==> src/rtl/byte_alu_pkg.sv <==
package byte_alu_pkg;

  typedef enum logic [3:0] {
    OPC_ADD    = 4'd0,
    OPC_SUB    = 4'd1,
    OPC_AND    = 4'd2,
    OPC_OR     = 4'd3,
    OPC_XOR    = 4'd4,
    OPC_MUL    = 4'd5,
    OPC_DIV    = 4'd6,
    OPC_SHIFT  = 4'd7,
    OPC_UNARY  = 4'd8,
    OPC_FLGCLR = 4'd9,
    OPC_FLGSET = 4'd10,
    OPC_MOVE   = 4'd11,
    OPC_RSV12  = 4'd12,
    OPC_RSV13  = 4'd13,
    OPC_RSV14  = 4'd14,
    OPC_RSV15  = 4'd15
  } opCode_e;

  typedef enum logic [1:0] {
    BSEL_SRC  = 2'd0,
    BSEL_ZERO = 2'd1,
    BSEL_ONE  = 2'd2,
    BSEL_IMM  = 2'd3
  } bSel_e;

  typedef enum logic [3:0] {
    FN_ADD, FN_SUB, FN_AND, FN_OR, FN_XOR, FN_MUL, FN_DIV, FN_SLL,
    FN_SRL, FN_SRA, FN_SRAZ, FN_INC, FN_DEC, FN_AUX, FN_PASSA, FN_PASSB
  } fn_e;

  localparam int FlagCount = 3;
  localparam int FlagCarry = 0;
  localparam int FlagSign  = 1;
  localparam int FlagNeg   = 2;

  typedef struct packed {
    fn_e                  fn;
    logic                 auxWe;
    logic                 carryWe;
    logic                 negWe;
    logic                 divWe;
    logic                 flagWe;
    logic                 flagVal;
    logic [FlagCount-1:0] flagSel;
  } strobe_t;

endpackage

==> src/rtl/byte_alu_ctrl.sv <==
module byte_alu_ctrl
  import byte_alu_pkg::*;
(
  input  logic [3:0] opCode,
  input  logic [1:0] opSub,
  output strobe_t    strobes
);

  opCode_e opc;
  assign opc = opCode_e'(opCode);

  always_comb begin
    strobes         = '0;
    strobes.fn      = FN_PASSA;
    unique case (opc)
      OPC_ADD: begin
        strobes.fn      = FN_ADD;
        strobes.carryWe = 1'b1;
        strobes.negWe   = 1'b1;
      end
      OPC_SUB: begin
        strobes.fn      = FN_SUB;
        strobes.carryWe = 1'b1;
        strobes.negWe   = 1'b1;
      end
      OPC_AND: begin
        strobes.fn    = FN_AND;
        strobes.negWe = 1'b1;
      end
      OPC_OR: begin
        strobes.fn    = FN_OR;
        strobes.negWe = 1'b1;
      end
      OPC_XOR: begin
        strobes.fn    = FN_XOR;
        strobes.negWe = 1'b1;
      end
      OPC_MUL: begin
        strobes.fn    = FN_MUL;
        strobes.auxWe = 1'b1;
        strobes.negWe = 1'b1;
      end
      OPC_DIV: begin
        strobes.fn    = FN_DIV;
        strobes.auxWe = 1'b1;
        strobes.divWe = 1'b1;
        strobes.negWe = 1'b1;
      end
      OPC_SHIFT: begin
        strobes.negWe = 1'b1;
        unique case (opSub)
          2'd0:    strobes.fn = FN_SLL;
          2'd1:    strobes.fn = FN_SRL;
          2'd2:    strobes.fn = FN_SRA;
          default: strobes.fn = FN_SRAZ;
        endcase
      end
      OPC_UNARY: begin
        strobes.negWe = 1'b1;
        unique case (opSub)
          2'd0:    strobes.fn = FN_INC;
          2'd1:    strobes.fn = FN_DEC;
          2'd2:    strobes.fn = FN_AUX;
          default: strobes.fn = FN_PASSA;
        endcase
      end
      OPC_FLGCLR, OPC_FLGSET: begin
        strobes.flagWe  = 1'b1;
        strobes.flagVal = (opc == OPC_FLGSET);
        unique case (opSub)
          2'd0:    strobes.flagSel = FlagCount'(1) << FlagCarry;
          2'd1:    strobes.flagSel = FlagCount'(1) << FlagSign;
          2'd2:    strobes.flagSel = FlagCount'(1) << FlagNeg;
          default: strobes.flagSel = '0;
        endcase
      end
      OPC_MOVE: begin
        strobes.fn    = FN_PASSB;
        strobes.negWe = 1'b1;
      end
      default: begin
        strobes.fn = FN_PASSA;
      end
    endcase
  end

endmodule

==> src/rtl/byte_alu_shift.sv <==
module byte_alu_shift #(
  parameter int DataW = 8,
  localparam int ShW = $clog2(DataW)
) (
  input  logic [DataW-1:0] a,
  input  logic [ShW-1:0]   amt,
  input  logic [1:0]       kind,
  output logic [DataW-1:0] y
);

  logic [DataW-1:0]        bias;
  logic signed [DataW:0]   biased;
  logic signed [DataW:0]   towardZero;
  logic signed [DataW-1:0] floorShift;

  always_comb begin
    bias       = a[DataW-1] ? ((DataW'(1) << amt) - DataW'(1)) : '0;
    biased     = $signed({a[DataW-1], a}) + $signed({1'b0, bias});
    towardZero = biased >>> amt;
    floorShift = $signed(a) >>> amt;
    unique case (kind)
      2'd0:    y = a << amt;
      2'd1:    y = a >> amt;
      2'd2:    y = floorShift;
      default: y = towardZero[DataW-1:0];
    endcase
  end

endmodule

==> src/rtl/byte_alu_dp.sv <==
module byte_alu_dp
  import byte_alu_pkg::*;
#(
  parameter int DataW = 8,
  localparam int ShW = $clog2(DataW),
  localparam int ProdW = 2 * DataW
) (
  input  logic             clk,
  input  logic             rstN,
  input  logic             opValid,
  input  strobe_t          strobes,
  input  logic [1:0]       bSel,
  input  logic [DataW-1:0] dstVal,
  input  logic [DataW-1:0] srcVal,
  input  logic [DataW-1:0] immVal,
  output logic [DataW-1:0] result,
  output logic [DataW-1:0] auxOut,
  output logic             carryFlag,
  output logic             signFlag,
  output logic             negFlag,
  output logic             divErr
);

  logic [DataW-1:0] opA, opB;
  logic [DataW:0]   addWide, subWide;
  logic [ProdW-1:0] product;
  logic             divZero;
  logic [DataW-1:0] quotient, remainder;
  logic [DataW-1:0] shiftOut;
  logic [DataW-1:0] auxReg;
  logic [FlagCount-1:0] flags;
  logic             divErrReg;

  assign opA = dstVal;

  always_comb begin
    unique case (bSel_e'(bSel))
      BSEL_SRC:  opB = srcVal;
      BSEL_ZERO: opB = '0;
      BSEL_ONE:  opB = DataW'(1);
      default:   opB = immVal;
    endcase
  end

  assign addWide = {1'b0, opA} + {1'b0, opB};
  assign subWide = {1'b0, opA} - {1'b0, opB};
  assign product = {{DataW{1'b0}}, opA} * {{DataW{1'b0}}, opB};
  assign divZero = (opB == '0);

  always_comb begin
    if (divZero) begin
      quotient  = '1;
      remainder = opA;
    end else begin
      quotient  = opA / opB;
      remainder = opA % opB;
    end
  end

  byte_alu_shift #(.DataW(DataW)) u_shift (
    .a    (opA),
    .amt  (opB[ShW-1:0]),
    .kind (strobes.fn == FN_SLL ? 2'd0 :
           strobes.fn == FN_SRL ? 2'd1 :
           strobes.fn == FN_SRA ? 2'd2 : 2'd3),
    .y    (shiftOut)
  );

  always_comb begin
    unique case (strobes.fn)
      FN_ADD:   result = addWide[DataW-1:0];
      FN_SUB:   result = subWide[DataW-1:0];
      FN_AND:   result = opA & opB;
      FN_OR:    result = opA | opB;
      FN_XOR:   result = opA ^ opB;
      FN_MUL:   result = product[DataW-1:0];
      FN_DIV:   result = quotient;
      FN_SLL, FN_SRL, FN_SRA, FN_SRAZ: result = shiftOut;
      FN_INC:   result = opA + DataW'(1);
      FN_DEC:   result = opA - DataW'(1);
      FN_AUX:   result = auxReg;
      FN_PASSB: result = opB;
      default:  result = opA;
    endcase
  end

  always_ff @(posedge clk) begin
    if (!rstN) begin
      auxReg    <= '0;
      divErrReg <= 1'b0;
    end else if (opValid) begin
      if (strobes.auxWe)
        auxReg <= (strobes.fn == FN_MUL) ? product[ProdW-1:DataW] : remainder;
      if (strobes.divWe)
        divErrReg <= divZero;
    end
  end

  for (genvar gi = 0; gi < FlagCount; gi++) begin : g_flag
    always_ff @(posedge clk) begin
      if (!rstN) begin
        flags[gi] <= 1'b0;
      end else if (opValid) begin
        if (strobes.flagWe && strobes.flagSel[gi])
          flags[gi] <= strobes.flagVal;
        else if (gi == FlagCarry && strobes.carryWe)
          flags[gi] <= (strobes.fn == FN_ADD) ? addWide[DataW] : subWide[DataW];
        else if (gi == FlagNeg && strobes.negWe)
          flags[gi] <= result[DataW-1];
      end
    end
  end

  assign auxOut    = auxReg;
  assign carryFlag = flags[FlagCarry];
  assign signFlag  = flags[FlagSign];
  assign negFlag   = flags[FlagNeg];
  assign divErr    = divErrReg;

endmodule

==> src/rtl/byte_alu.sv <==
module byte_alu
  import byte_alu_pkg::*;
#(
  parameter int DataW = 8
) (
  input  logic             clk,
  input  logic             rstN,
  input  logic             opValid,
  input  logic [3:0]       opCode,
  input  logic [1:0]       opSub,
  input  logic [1:0]       bSel,
  input  logic [DataW-1:0] dstVal,
  input  logic [DataW-1:0] srcVal,
  input  logic [DataW-1:0] immVal,
  output logic [DataW-1:0] result,
  output logic [DataW-1:0] auxOut,
  output logic             carryFlag,
  output logic             signFlag,
  output logic             negFlag,
  output logic             divErr
);

  strobe_t strobes;

  byte_alu_ctrl u_ctrl (
    .opCode  (opCode),
    .opSub   (opSub),
    .strobes (strobes)
  );

  byte_alu_dp #(.DataW(DataW)) u_dp (
    .clk       (clk),
    .rstN      (rstN),
    .opValid   (opValid),
    .strobes   (strobes),
    .bSel      (bSel),
    .dstVal    (dstVal),
    .srcVal    (srcVal),
    .immVal    (immVal),
    .result    (result),
    .auxOut    (auxOut),
    .carryFlag (carryFlag),
    .signFlag  (signFlag),
    .negFlag   (negFlag),
    .divErr    (divErr)
  );

endmodule

==> config.mk <==
export PLATFORM = sky130hd
export DESIGN_NAME = byte_alu
export DESIGN_NICKNAME = d
export VERILOG_FILES = /design/src/rtl/byte_alu_pkg.sv /design/src/rtl/byte_alu_ctrl.sv /design/src/rtl/byte_alu_shift.sv /design/src/rtl/byte_alu_dp.sv /design/src/rtl/byte_alu.sv
export SDC_FILE = /design/constraint.sdc
export NUM_CORES = 1
export LEC_CHECK = 0
export ABC_AREA = 1
export BUFFER_PORTS_ARGS = -buffer_cell sky130_fd_sc_hd__buf_2
export CAP_MARGIN = 20
export CORE_AREA = 2 2 133 135
export CTS_BUF_LIST = sky130_fd_sc_hd__clkbuf_16
export DETAILED_ROUTE_END_ITERATION = 16
export DIE_AREA = 0 0 135 137
export GPL_TIMING_DRIVEN = 0
export SLEW_MARGIN = 20
export SYNTH_ARGS = -nofsm -noshare
export SYNTH_HDL_FRONTEND = slang
export SYNTH_SLANG_ARGS = --single-unit
==> constraint.sdc <==
create_clock -name clk -period 16.3 [get_ports clk]
set_input_delay 3.26 -clock clk [delete_from_list [all_inputs] [get_ports clk]]
set_output_delay 3.26 -clock clk [all_outputs]
set_load 0.005 [all_outputs]
# After elaboration in Yosys (flattened, before gate mapping)
# Cells that the tools add are included.
dict set report op_classes {
  n_reduce_logical 21
  shifts 5
  n_eq_ne 31
  n_mul 1
  n_addsub 6
  div 2
  mux 24
  bitwise 3
}
# operator count
set op_table {}
lappend op_table {{one-hot mux 8 bit (12 select lines)} 1}
lappend op_table {{one-hot mux 8 bit (3 select lines)} 2}
lappend op_table {{equality test 4 bit (second input constant)} 11}
lappend op_table {{one-hot mux 4 bit (10 select lines)} 1}
lappend op_table {{equality test 4 x 3 -> 1 bit (second input constant)} 8}
lappend op_table {{two-way mux 8 bit} 4}
lappend op_table {{one-hot mux 3 bit (3 select lines)} 2}
lappend op_table {{equality test 4 x 2 -> 1 bit (second input constant)} 4}
lappend op_table {{multiplier 8 x 8 -> 16 bit} 1}
lappend op_table {{subtractor 8 x 1 -> 8 bit (second input constant)} 2}
lappend op_table {{one-hot mux 4 bit (3 select lines)} 1}
lappend op_table {{two-way mux 1 bit} 10}
lappend op_table {{AND reduction 2 bit} 5}
lappend op_table {{OR reduction 10 bit} 1}
lappend op_table {{adder 8 x 8 -> 9 bit} 1}
lappend op_table {{adder 8 x 9 -> 9 bit} 1}
lappend op_table {{>>> shifter 9 x 3 -> 8 bit} 1}
lappend op_table {{subtractor 8 x 8 -> 9 bit} 1}
lappend op_table {{adder 8 x 1 -> 8 bit (second input constant)} 1}
lappend op_table {{AND 8 bit} 1}
lappend op_table {{divider 8 x 8 -> 8 bit} 1}
lappend op_table {{equality test 4 x 1 -> 1 bit (second input constant)} 2}
lappend op_table {{zero test 4 bit} 2}
lappend op_table {{zero test 8 bit} 1}
lappend op_table {{other kinds (16)} 28}
dict set report word_totals {
  inputBits 35
  output_inout_bits 20
  elab_cells 98
  register_bits 12
}

# Logic depth before layout (Yosys ltp)
# Gate-level depths: netlist of run 1.
dict set report logic_depth {
  depth_word 12
  ltp_mapped 93
  ltp_nobuf 90
}

# Hierarchy
# Synthesis of run 1 repeated with hierarchy kept, for this count alone.
dict set report unflattened {
  cells_unflattened 1294
  hier_area_um2 8007.7
}
# module n_inst seq_area_each_um2 cells_each area_each_um2
set modules_own_cells {}
lappend modules_own_cells {byte_alu_dp 1 240.2 962 6294.8}
lappend modules_own_cells {byte_alu_shift 1 0.0 280 1448.9}
lappend modules_own_cells {byte_alu_ctrl 1 0.0 52 264.0}

# Least setup slack after synthesis of run 1
# No wires, ideal clock.
dict set report synth_path {
  kind {input port to output port}
  from {input bSel[0]}
  to {output result[0]}
  slack_ns 0.335
  stages 88
  path_buffers 3
  arrival_time_ns 12.705
  t_required_ns 13.040
  path_cell_list {buf_4 > inv_1 > a21oi_1 > nor2_2 > inv_2 > buf_2 > buf_4 > ha_1 > nor2_1 > nor2_1 > nand4_1 > nand2_1 > nand2_1 > inv_1 > ha_1 > o21ai_0 > nand2_1 > nand4_1 > [... 52 more ...] > nand2_1 > nand2_1 > nand2_1 > inv_1 > o21ai_0 > inv_1 > ha_1 > nand2_1 > inv_1 > nand2_1 > nand2_1 > nand2_1 > and3_1 > inv_1 > nor2_1 > inv_1 > a21oi_1 > a21oi_1}
}
dict set report synth_between {
  elab_chain_len 9
  word_cells_on_any_way 23
  cone_classes {add/sub: 4; mul: 1; div: 1; eq/ne: 2; shift: 5; mux: 5; bitwise: 3; reduce/logical: 2}
}
# element line
set synth_rtl {}
lappend synth_rtl {{start: declaration} byte_alu.sv:11} ;# input logic [1:0] bSel,
lappend synth_rtl {{equality test 2 bit, or another cell as far along} byte_alu_dp.sv:37} ;# unique case (bSel_e'(bSel))
lappend synth_rtl {{one-hot mux 8 bit (3 select lines) *} byte_alu_dp.sv:37}
lappend synth_rtl {{branches (longest 6 deep; another with divider 8 x 8 -> 8 bit)} --}
lappend synth_rtl {{one-hot mux 8 bit (12 select lines) *} byte_alu_dp.sv:70} ;# unique case (strobes.fn)
lappend synth_rtl {{end: declaration} byte_alu.sv:15} ;# output logic [DataW-1:0] result,
# Every way passes the cells marked *.

# Worst setup path after layout of run 1
# Same ends and word-level chain as after synthesis.

==> impl_metrics.yaml, run 1 <==
run_status:
  status: "finished, final reports clean"
floorplan:
  core_area_um2: 17100
  rows: 48
  die_h_um: 137
  die_w_um: 135
  die-area_um2: 18500
  initial_core_util: 0.443
  ioPinCount: 55
detailed_routing:
  drtIter0Drc: 756
  vias_per_cell: 5.65
  drt_pass1_iterations: 7
  wl_per_cell_um: 18.3
  drc_errors: 0
  vias: 8697
  wl_mm: 28.2
  ant_nets: 0
critical_path:
  crit_path_max_fanout: 8
  critPathCaptureType: "output port"
  critPathMostFrequentCell: "nand2_2"
  setup.worst_path.start_class: "primary input"
  cp_data_arrival_time_ns: 12.71
  r2r.worst_path.cells: 8
  slowest_stage: "ha_1"
  rr_endpoint: "u_dp.negFlag"
  critPathMaxStageDelay_ns: 0.32
  rrSetupSlack_ns: 15.01
  r2r_start: "u_dp.auxOut[7]"
  critPathKind: "primary input to output port"
  cp_data_required_time_ns: 13.04
yosys:
  synthFlopType: "dfxtp_1"
  ys_warn_count: 0
  postSynth.asyncResetShare: 0
  syn-num-nets: 1414
  synth_area_um2: 7560
  synthCells: 1221
  syn_area_per_cell_um2: 6.19
  yosys_register_bits: 12
  synth_edf_count: 0
  ys_seq_area_frac: 0.0318
  synth.distinct_cells: 60
final_layout:
  design_area_um2: 9240
  area_delta_synth_final_pct: 22.1
  fin_cells: 1538
  nNetsFinal: 1507
  layout-drive-gt1-share: 0.221
  register_area_um2: 240
  final_common_cell: "nand2_1"
  antenna_cells: 0
  n_fill_cell: 1719
  final_util: 0.541
  multiInputGateArea_um2: 7150
  layout_common_cells: "nand2_1, inv_1, ha_1"
grt:
  grt_usage: 0.299
  overflow: 0
  grt_pass1_vias: 8157
  grt_max_degree: 20
  grt_pass1_wl_mm: 43.1
  antenna_found_initial: 0
sta:
  max_freq_ghz: 0.0626
  worstMarginPinSlew_ns: 0.805
  period_share: 0.980
  rsz0062_at_grt: "yes"
  slew_headroom: 0.463
  finClkSkew_ns: 0.000218
  setup_violations: 0
  report.final.hold_viol_count: 0
  fin_crit_ns: 15.97
  slew_viol_final: 0
pwr:
  sw_frac_of_total: 0.552
  combPwrFrac: 0.940
  p_sw_uw: 739
  vdd_ir_drop_max_mv: 0.250
  leakagePower_nw: 4.74
  p_total_mw: 1.34
  power.share.clock: 0.034
  power_density_nw_per_um2: 145
  p_seq_frac: 0.026
  p_int_uw: 600
clock_tree:
  cts.clk_slew.worst_paths_ns: 0.04
  clock-root-buffer: "clkbuf_16"
  cts-hold-fix-buffers: 0
  cts_max_path_buffers: 2
  worstSkewPairLatency_ns: 0.24
  cts_tree: "built"
  numCtsBuffers: 3
  cts.sink_count: 12
  h-tree-depth: 1
hold_path:
  hold_class: "flip-flop to flip-flop"
  min_from: "u_dp.signFlag"
  hold_depth: 2
  min_to: "u_dp.signFlag"
placement:
  placed_cell_area_um2: 8100
  placedCellCount: 1498
  port_buffers: 52
  place.gp.congestion: 0.989
  place_hpwl_mm: 21.8
run:
  cap_viol_max_count: 0
## per-layer routing
layer / track usage / vias up / wire length [um]
met5: 0 / - / 0
met4: 0.108 / 0 / 1220
met3: 0.0289 / 71 / 1550
met2: 0.510 / 315 / 13200
met1: 0.394 / 4085 / 12200
li1: - / 4226 / -
## logic make-up after synthesis
kind of cell,Yosys count,synth area share
xor+xnor,28,0.0324
simple gates,565,0.329
buf+inv,221,0.115
fa+ha+maj,158,0.302
compound gates,237,0.190
flops,12,0.0318
## metrics by stage
stage	setup slack (ns)	hold WS (ns)	TNS, ns
3_5_place_dp	-2.15	0.439	-2.20
3_3_place_gp	-2.12	0.431	-2.12
6_report	0.325	0.442	0
2_1_floorplan	0.335	0.440	0
5_1_grt	-0.202	0.454	-0.202
4_1_cts	0.0165	0.446	0
## cells in the mapped netlist (5+ instances only)
cell type  instances  area, um^2
nand2_2            5        31.3
o21ai_0           72         360
nand4_1           11        68.8
nor2_1           102         383
nor4_1             5        31.3
fa_1              41         821
ha_1             117        1460
inv_1            178         668
buf_2              9        45.0
xnor2_1            6        52.6
dfxtp_1           12         240
o21ai_1           11        55.1
nand2_1          299        1120
o21ai_2            9        78.8
o21bai_1           8        60.1
a21oi_1           72         360
nand3_1           95         475
and2_1             5        31.3
clkbuf_1          15        56.3
o211ai_1          14         105
inv_2              9        33.8
nor2_4             7        78.8
or2_2             16         100
xor2_1            22         193
o2111ai_1          6        52.6
a221oi_1           6        52.6
o22ai_1            8        50.1
## worst max-delay path by stage
stage	end	cells after the start	start	slack, ns
finish	result[0]	87	bSel[0]	0.33
global placement	result[0]	89	bSel[0]	-2.12
floorplan	result[0]	88	bSel[0]	0.34
CTS	result[0]	88	bSel[0]	0.02
global route	result[0]	87	bSel[0]	-0.20
detailed placement	result[0]	87	bSel[0]	-2.15
## worst max-delay path: cells and delay by family
family	cells	cell delay [ns]
adders and majority gates	8	2.25
AOI/OAI and AO/OA	16	1.74
and+or+nand+nor	49	4.41
buffers and inverters	14	1.02
## registers in the layout, summed over array words and instances, names as in the netlist
name	cells
u_dp.negFlag	1
u_dp.signFlag	1
u_dp.auxOut	8
u_dp.divErr	1
u_dp.carryFlag	1
## power groups by stage
stage | registers [mW] | clock network [mW] | logic (mW)
after floorplan | 0.0343 | 0 | 0.669
after detailed placement | 0.0352 | 0 | 0.882
after CTS | 0.0347 | 0.0461 | 1.02
after global routing | 0.0350 | 0.0479 | 1.39
final | 0.0349 | 0.0449 | 1.26
after global placement | 0.0353 | 0 | 0.880
## repair_timing
action / CTS / global route
cloned: 1 / 1
resized for setup: 56 / 135
pin swaps: 14 / 67
setup buffers: 15 / 23
endpoints found under the setup margin: 2 / 2
endpoints found under the hold margin: 0 / 0
## layout make-up
cell class	count	share of cell area
buffer	28	0.0186
clock buffer	3	0.00813
clock inverter	1	0.000406
inverter	190	0.0818
multi-input combinational	990	0.774
sequential	12	0.0260
tap	225	0.0305
timing repair buffer	89	0.0602
(Power assumes the default switching activity.)
==> inputs of run 2 (changes only) <==
--- a/config.mk
+++ b/config.mk
@@ -13,6 +13,8 @@
 export DETAILED_ROUTE_END_ITERATION = 16
 export DIE_AREA = 0 0 135 137
 export GPL_TIMING_DRIVEN = 0
+export HOLD_SLACK_MARGIN = 0.1
+export REMOVE_ABC_BUFFERS = 1
 export SLEW_MARGIN = 20
 export SYNTH_ARGS = -nofsm -noshare
 export SYNTH_HDL_FRONTEND = slang
==> run 2 against run 1 <==
  * Via count fell by 2.5%
  * Sequential power about the same
  * Final cell count down 1.2%
  * Cell area down 1.8%
  * Sequential share of layout area is essentially flat
  * Maximum frequency shrank 1.5%
  * First-iteration DRC count decreased by 23%
  * Combinational power down 4%
  * Critical path depth decreased by 6
  * Clock-buffer cell count unchanged
  * Global-route usage down 1.5 points
  * Critical path type unchanged
  * Highest routed layer unchanged
==> impl_metrics.yaml, run 2 (synthesized netlist as in run 1, its figures left out) <==
detailed_routing:
  drtIter0Drc: 580
  wl_per_cell_um: 17.9
  vias: 8476
  wl_mm: 27.2
  drt_pass1_iterations: 6
  drc_errors: 0
  vias_per_cell: 5.58
  ant_nets: 0
critical_path:
  crit_path_max_fanout: 8
  crit_end: "result[0]"
  r2r.worst_path.cells: 8
  critPathKind: "primary input to output port"
  cp_data_arrival_time_ns: 12.96
  setup.worst_path.start_class: "primary input"
  rr_endpoint: "u_dp.negFlag"
  rrSetupSlack_ns: 15.03
  slowest_stage: "nor4_2"
  critPathMaxStageDelay_ns: 0.32
  critPathCaptureType: "output port"
  critPathMostFrequentCell: "nand2_2"
  r2r_start: "u_dp.auxOut[7]"
  startpoint: "bSel[1]"
  cp_data_required_time_ns: 13.04
sta:
  layout_setup_ws_ns: 0.0818
  worstMarginPinSlew_ns: 0.978
  max_freq_ghz: 0.0617
  report.final.hold_viol_count: 0
  rsz0062_at_grt: "yes"
  whs_ns: 0.441
  period_share: 0.995
  finClkSkew_ns: 0.000194
  slew_headroom: 0.331
  slew_viol_final: 0
  setup_violations: 0
  fin_crit_ns: 16.22
placement:
  place.gp.congestion: 0.984
  placedCellCount: 1469
  dpl_worst_slack_ns: -2.76
  port_buffers: 54
  place_hpwl_mm: 19.8
floorplan:
  initial_core_util: 0.443
  core_area_um2: 17100
  rows: 48
  ioPinCount: 55
  die_w_um: 135
  die_h_um: 137
  die-area_um2: 18500
grt:
  grt_max_degree: 42
  grt_usage: 0.285
  overflow: 0
  grt_pass1_wl_mm: 41.4
  grt_pass1_vias: 7817
  antenna_found_initial: 0
final_layout:
  layout-drive-gt1-share: 0.207
  area_delta_synth_final_pct: 19.9
  fin_cells: 1520
  n_fill_cell: 1768
  final_util: 0.532
  final_common_cell: "nand2_1"
  antenna_cells: 0
  largest_reg_flops: 8
  multiInputGateArea_um2: 7100
  nNetsFinal: 1489
  layout_common_cells: "nand2_1, inv_1, nor2_1"
  register_area_um2: 240
pwr:
  vdd_ir_drop_max_mv: 0.220
  power_density_nw_per_um2: 142
  leakagePower_nw: 4.67
clock_tree:
  worstSkewPairLatency_ns: 0.24
  cts_max_path_buffers: 2
  cts.sink_count: 12
  h-tree-depth: 1
  cts_tree: "built"
  numCtsBuffers: 3
  cts-hold-fix-buffers: 0
  cts.clk_slew.worst_paths_ns: 0.04
  clock-root-buffer: "clkbuf_16"
run:
  cap_viol_max_count: 0
run_status:
  status: "finished, final reports clean"
hold_path:
  min_from: "u_dp.signFlag"
  hold_class: "flip-flop to flip-flop"
-- run 2: cell types whose count changed in the layout (fill, tap and decap cells not counted), sizes merged --
cell      change
clkinv        -1
clkbuf       -16
clkinvlp      +2
nand2         -1
buf           -2
nor2          +1
inv           -1
-- run 2: how the worst min path moves through the flow --
stage               endpoint  slack [ns]  cells after the start
2_1_floorplan  u_dp.signFlag        0.44                      2
3_3_place_gp   u_dp.signFlag        0.44                      2
3_5_place_dp   u_dp.signFlag        0.44                      2
4_1_cts        u_dp.signFlag        0.44                      2
5_1_grt        u_dp.signFlag        0.46                      2
6_report       u_dp.signFlag        0.44                      2
-- run 2: routing by layer --
layer | routed length, um | part of all wire | vias to the layer above | GRT usage
li1 | - | - | 4190 | -
met1 | 12200 | 0.45 | 3930 | 0.387
met2 | 12800 | 0.47 | 289 | 0.496
met3 | 1440 | 0.053 | 67 | 0.0178
met4 | 768 | 0.028 | 0 | 0.0660
met5 | 0 | 0 | - | 0
-- run 2: repair_timing --
| action | 4_1_cts | 5_1_grt |
|---|---|---|
| gates resized for setup | 49 | 98 |
| endpoints found under the setup margin | 2 | 2 |
| setup buffers | 16 | 29 |
| gates cloned | 1 | 1 |
| pin swaps | 15 | 51 |
-- run 2: per-stage QoR --
step / cell area, um^2 / TNS, ns / power (mW)
global placement: 7960 / -3.59 / 0.878
floorplan: 7400 / 0 / 0.698
CTS: 8370 / 0 / 1.04
finish: 9070 / 0 / 1.29
detailed placement: 7960 / -3.63 / 0.885
global route: 9070 / -0.531 / 1.42
-- run 2: worst max-delay path, delay by kind of cell --
| kind | cells | cell delay [ns] |
|---|---|---|
| buffers and inverters | 17 | 1.69 |
| AO/OA/AOI/OAI | 15 | 1.81 |
| AND/OR/NAND/NOR | 41 | 4.07 |
| adder cells (fa/ha/maj) | 8 | 2.11 |
-- run 2: final cells by class --
cell class                      count  area share
Multi-Input combinational cell    990       0.783
Inverter                          190      0.0811
Timing Repair Buffer               99      0.0693
Tap cell                          225      0.0310
Sequential cell                    12      0.0265
Clock buffer                        3     0.00828
Clock inverter                      1    0.000414
-- run 2: report_power, final --
group / total, mW / switching (mW) / leakage, nW / internal, mW
Sequential: 0.0347 / 0.00262 / 0.0974 / 0.0321
Clock: 0.0452 / 0.0129 / 0.0385 / 0.0323
Combinational: 1.21 / 0.674 / 4.53 / 0.535
==> inputs of run 3 (changes only) <==
--- a/config.mk
+++ b/config.mk
@@ -14,6 +14,7 @@
 export DIE_AREA = 0 0 135 137
 export GPL_TIMING_DRIVEN = 0
 export HOLD_SLACK_MARGIN = 0.1
+export PLACE_DENSITY = 0.67
 export REMOVE_ABC_BUFFERS = 1
 export SLEW_MARGIN = 20
 export SYNTH_ARGS = -nofsm -noshare
==> constraint.sdc (replaced) <==
create_clock -name clk -period 16.69 [get_ports clk]
set_input_delay 3.338 -clock clk [delete_from_list [all_inputs] [get_ports clk]]
set_output_delay 3.338 -clock clk [all_outputs]
set_load 0.005 [all_outputs]
==> run 3 against run 2 <==
  * Worst setup slack better by 0.24 ns
  * Clock-buffer cell count stayed put
  * Non-clock buffer count is 10 lower
  * Worst hold slack worse by 0.0042 ns
  * Critical path depth is 4 higher
  * Largest cell class unchanged
==> impl_metrics.yaml, run 3 (synthesized netlist as in run 1, its figures left out) <==
grt:
  grt_pass1_wl_mm: 40.8
  overflow: 0
  grt_max_degree: 42
  antenna_found_initial: 0
  grt_pass1_vias: 7828
  grt_usage: 0.280
final_layout:
  final_common_cell: "nand2_1"
  n_fill_cell: 1752
  register_area_um2: 240
  fin_cells: 1511
  nNetsFinal: 1480
  multiInputGateArea_um2: 7070
  area_delta_synth_final_pct: 18.3
  layout-drive-gt1-share: 0.193
  design_area_um2: 8940
  final_util: 0.524
  layout_common_cells: "nand2_1, inv_1, ha_1"
  largest_reg_flops: 8
  antenna_cells: 0
critical_path:
  critPathMaxStageDelay_ns: 0.30
  critPathCaptureType: "output port"
  path_buf_inv: 16
  rrSetupSlack_ns: 15.36
  critPathKind: "primary input to output port"
  slowest_stage: "nor4_4"
  rr_endpoint: "u_dp.negFlag"
  r2r_start: "u_dp.auxOut[7]"
  critPathTopFamily: "simple AND/OR/NAND/NOR gates"
  cp_data_required_time_ns: 13.35
  cp_data_arrival_time_ns: 13.03
  setup.worst_path.start_class: "primary input"
  r2r.worst_path.cells: 8
  cp.depth: 85
  crit_path_max_fanout: 8
  critPathMostFrequentCell: "nand2_1"
pwr:
  power_density_nw_per_um2: 134
  combPwrFrac: 0.934
  p_seq_frac: 0.028
  p_total_mw: 1.20
  p_int_uw: 547
  leakagePower_nw: 4.63
  vdd_ir_drop_max_mv: 0.192
  sw_frac_of_total: 0.543
  p_sw_uw: 650
  power.share.clock: 0.037
detailed_routing:
  drt_pass1_iterations: 5
  wl_per_cell_um: 17.8
  wl_mm: 26.8
  drc_errors: 0
  vias: 8604
  vias_per_cell: 5.69
  drtIter0Drc: 660
  ant_nets: 0
placement:
  placedCellCount: 1469
  placed_cell_area_um2: 7960
  port_buffers: 54
  place_hpwl_mm: 19.4
  place.gp.congestion: 0.927
sta:
  fin_crit_ns: 16.37
  slew_headroom: 0.390
  max_freq_ghz: 0.0611
  worstMarginPinSlew_ns: 0.892
  report.final.hold_viol_count: 0
  setup_violations: 0
  finClkSkew_ns: 0.000162
  slew_viol_final: 0
  period_share: 0.981
clock_tree:
  numCtsBuffers: 3
  worstSkewPairLatency_ns: 0.24
  cts.sink_count: 12
  cts-hold-fix-buffers: 0
  cts_max_path_buffers: 2
  cts.clk_slew.worst_paths_ns: 0.04
  clock-root-buffer: "clkbuf_16"
  h-tree-depth: 1
  cts_tree: "built"
floorplan:
  rows: 48
  initial_core_util: 0.443
  die_w_um: 135
  die_h_um: 137
  die-area_um2: 18500
  core_area_um2: 17100
  ioPinCount: 55
hold_path:
  hold_class: "flip-flop to flip-flop"
  min_from: "u_dp.signFlag"
  hold_depth: 2
  min_to: "u_dp.signFlag"
run_status:
  status: "finished, final reports clean"
run:
  cap_viol_max_count: 0
## run 3: changes by cell type in the layout (fill, tap and decap cells not counted), moves of 3 or more
cell	previous run	this run
inv_1	164	167
nand2_1	263	269
nand2_2	31	25
buf_4	44	35
## run 3: through the flow
step	hold slack, ns	TNS, ns	setup slack (ns)
finish	0.437	0	0.322
global route	0.458	-0.298	-0.298
CTS	0.441	0	0.0341
detailed placement	0.435	-3.26	-2.57
global placement	0.435	-2.99	-2.45
floorplan	0.440	0	0.407
## run 3: worst max path at each step
stage | from | endpoint | slack, ns
6_report | bSel[0] | result[0] | 0.32
5_1_grt | bSel[0] | result[0] | -0.30
4_1_cts | bSel[0] | result[0] | 0.03
3_5_place_dp | bSel[0] | result[0] | -2.57
3_3_place_gp | bSel[0] | result[0] | -2.45
2_1_floorplan | bSel[0] | result[0] | 0.41
## run 3: worst min-delay path, cell delays in order, from the launching register on
cell     delay (ns)
dfxtp_1        0.30
inv_1          0.04
a21oi_1        0.05
## run 3: layout make-up
type,count,share of cell area
inverters,190,0.0820
multi-input cells,991,0.791
well taps,225,0.0315
flip-flops and latches,12,0.0269
clock inverters,1,0.000420
clock buffers,3,0.00839
repair buffers,89,0.0603
## run 3: per-layer routing
metal	GRT usage	vias to the layer above	wire length, um
met5	0	-	0
met4	0.0856	0	919
met3	0.0278	68	1920
met2	0.485	302	12700
met1	0.368	4066	11300
li1	-	4168	-
## run 3: timing repair
| item | 4_1_cts | 5_1_grt |
|---|---|---|
| gates cloned | 1 | 2 |
| buffers inserted | 13 | 22 |
| resized for setup | 36 | 99 |
| pin swaps | 11 | 41 |
| endpoints found under the setup margin | 2 | 2 |
## run 3: power groups by stage
stage,sequential [mW],combinational [mW],clock (mW)
final,0.0340,1.12,0.0444
after CTS,0.0339,0.903,0.0438
after global routing,0.0340,1.25,0.0457
after detailed placement,0.0344,0.822,0
after global placement,0.0342,0.814,0
after floorplan,0.0335,0.648,0
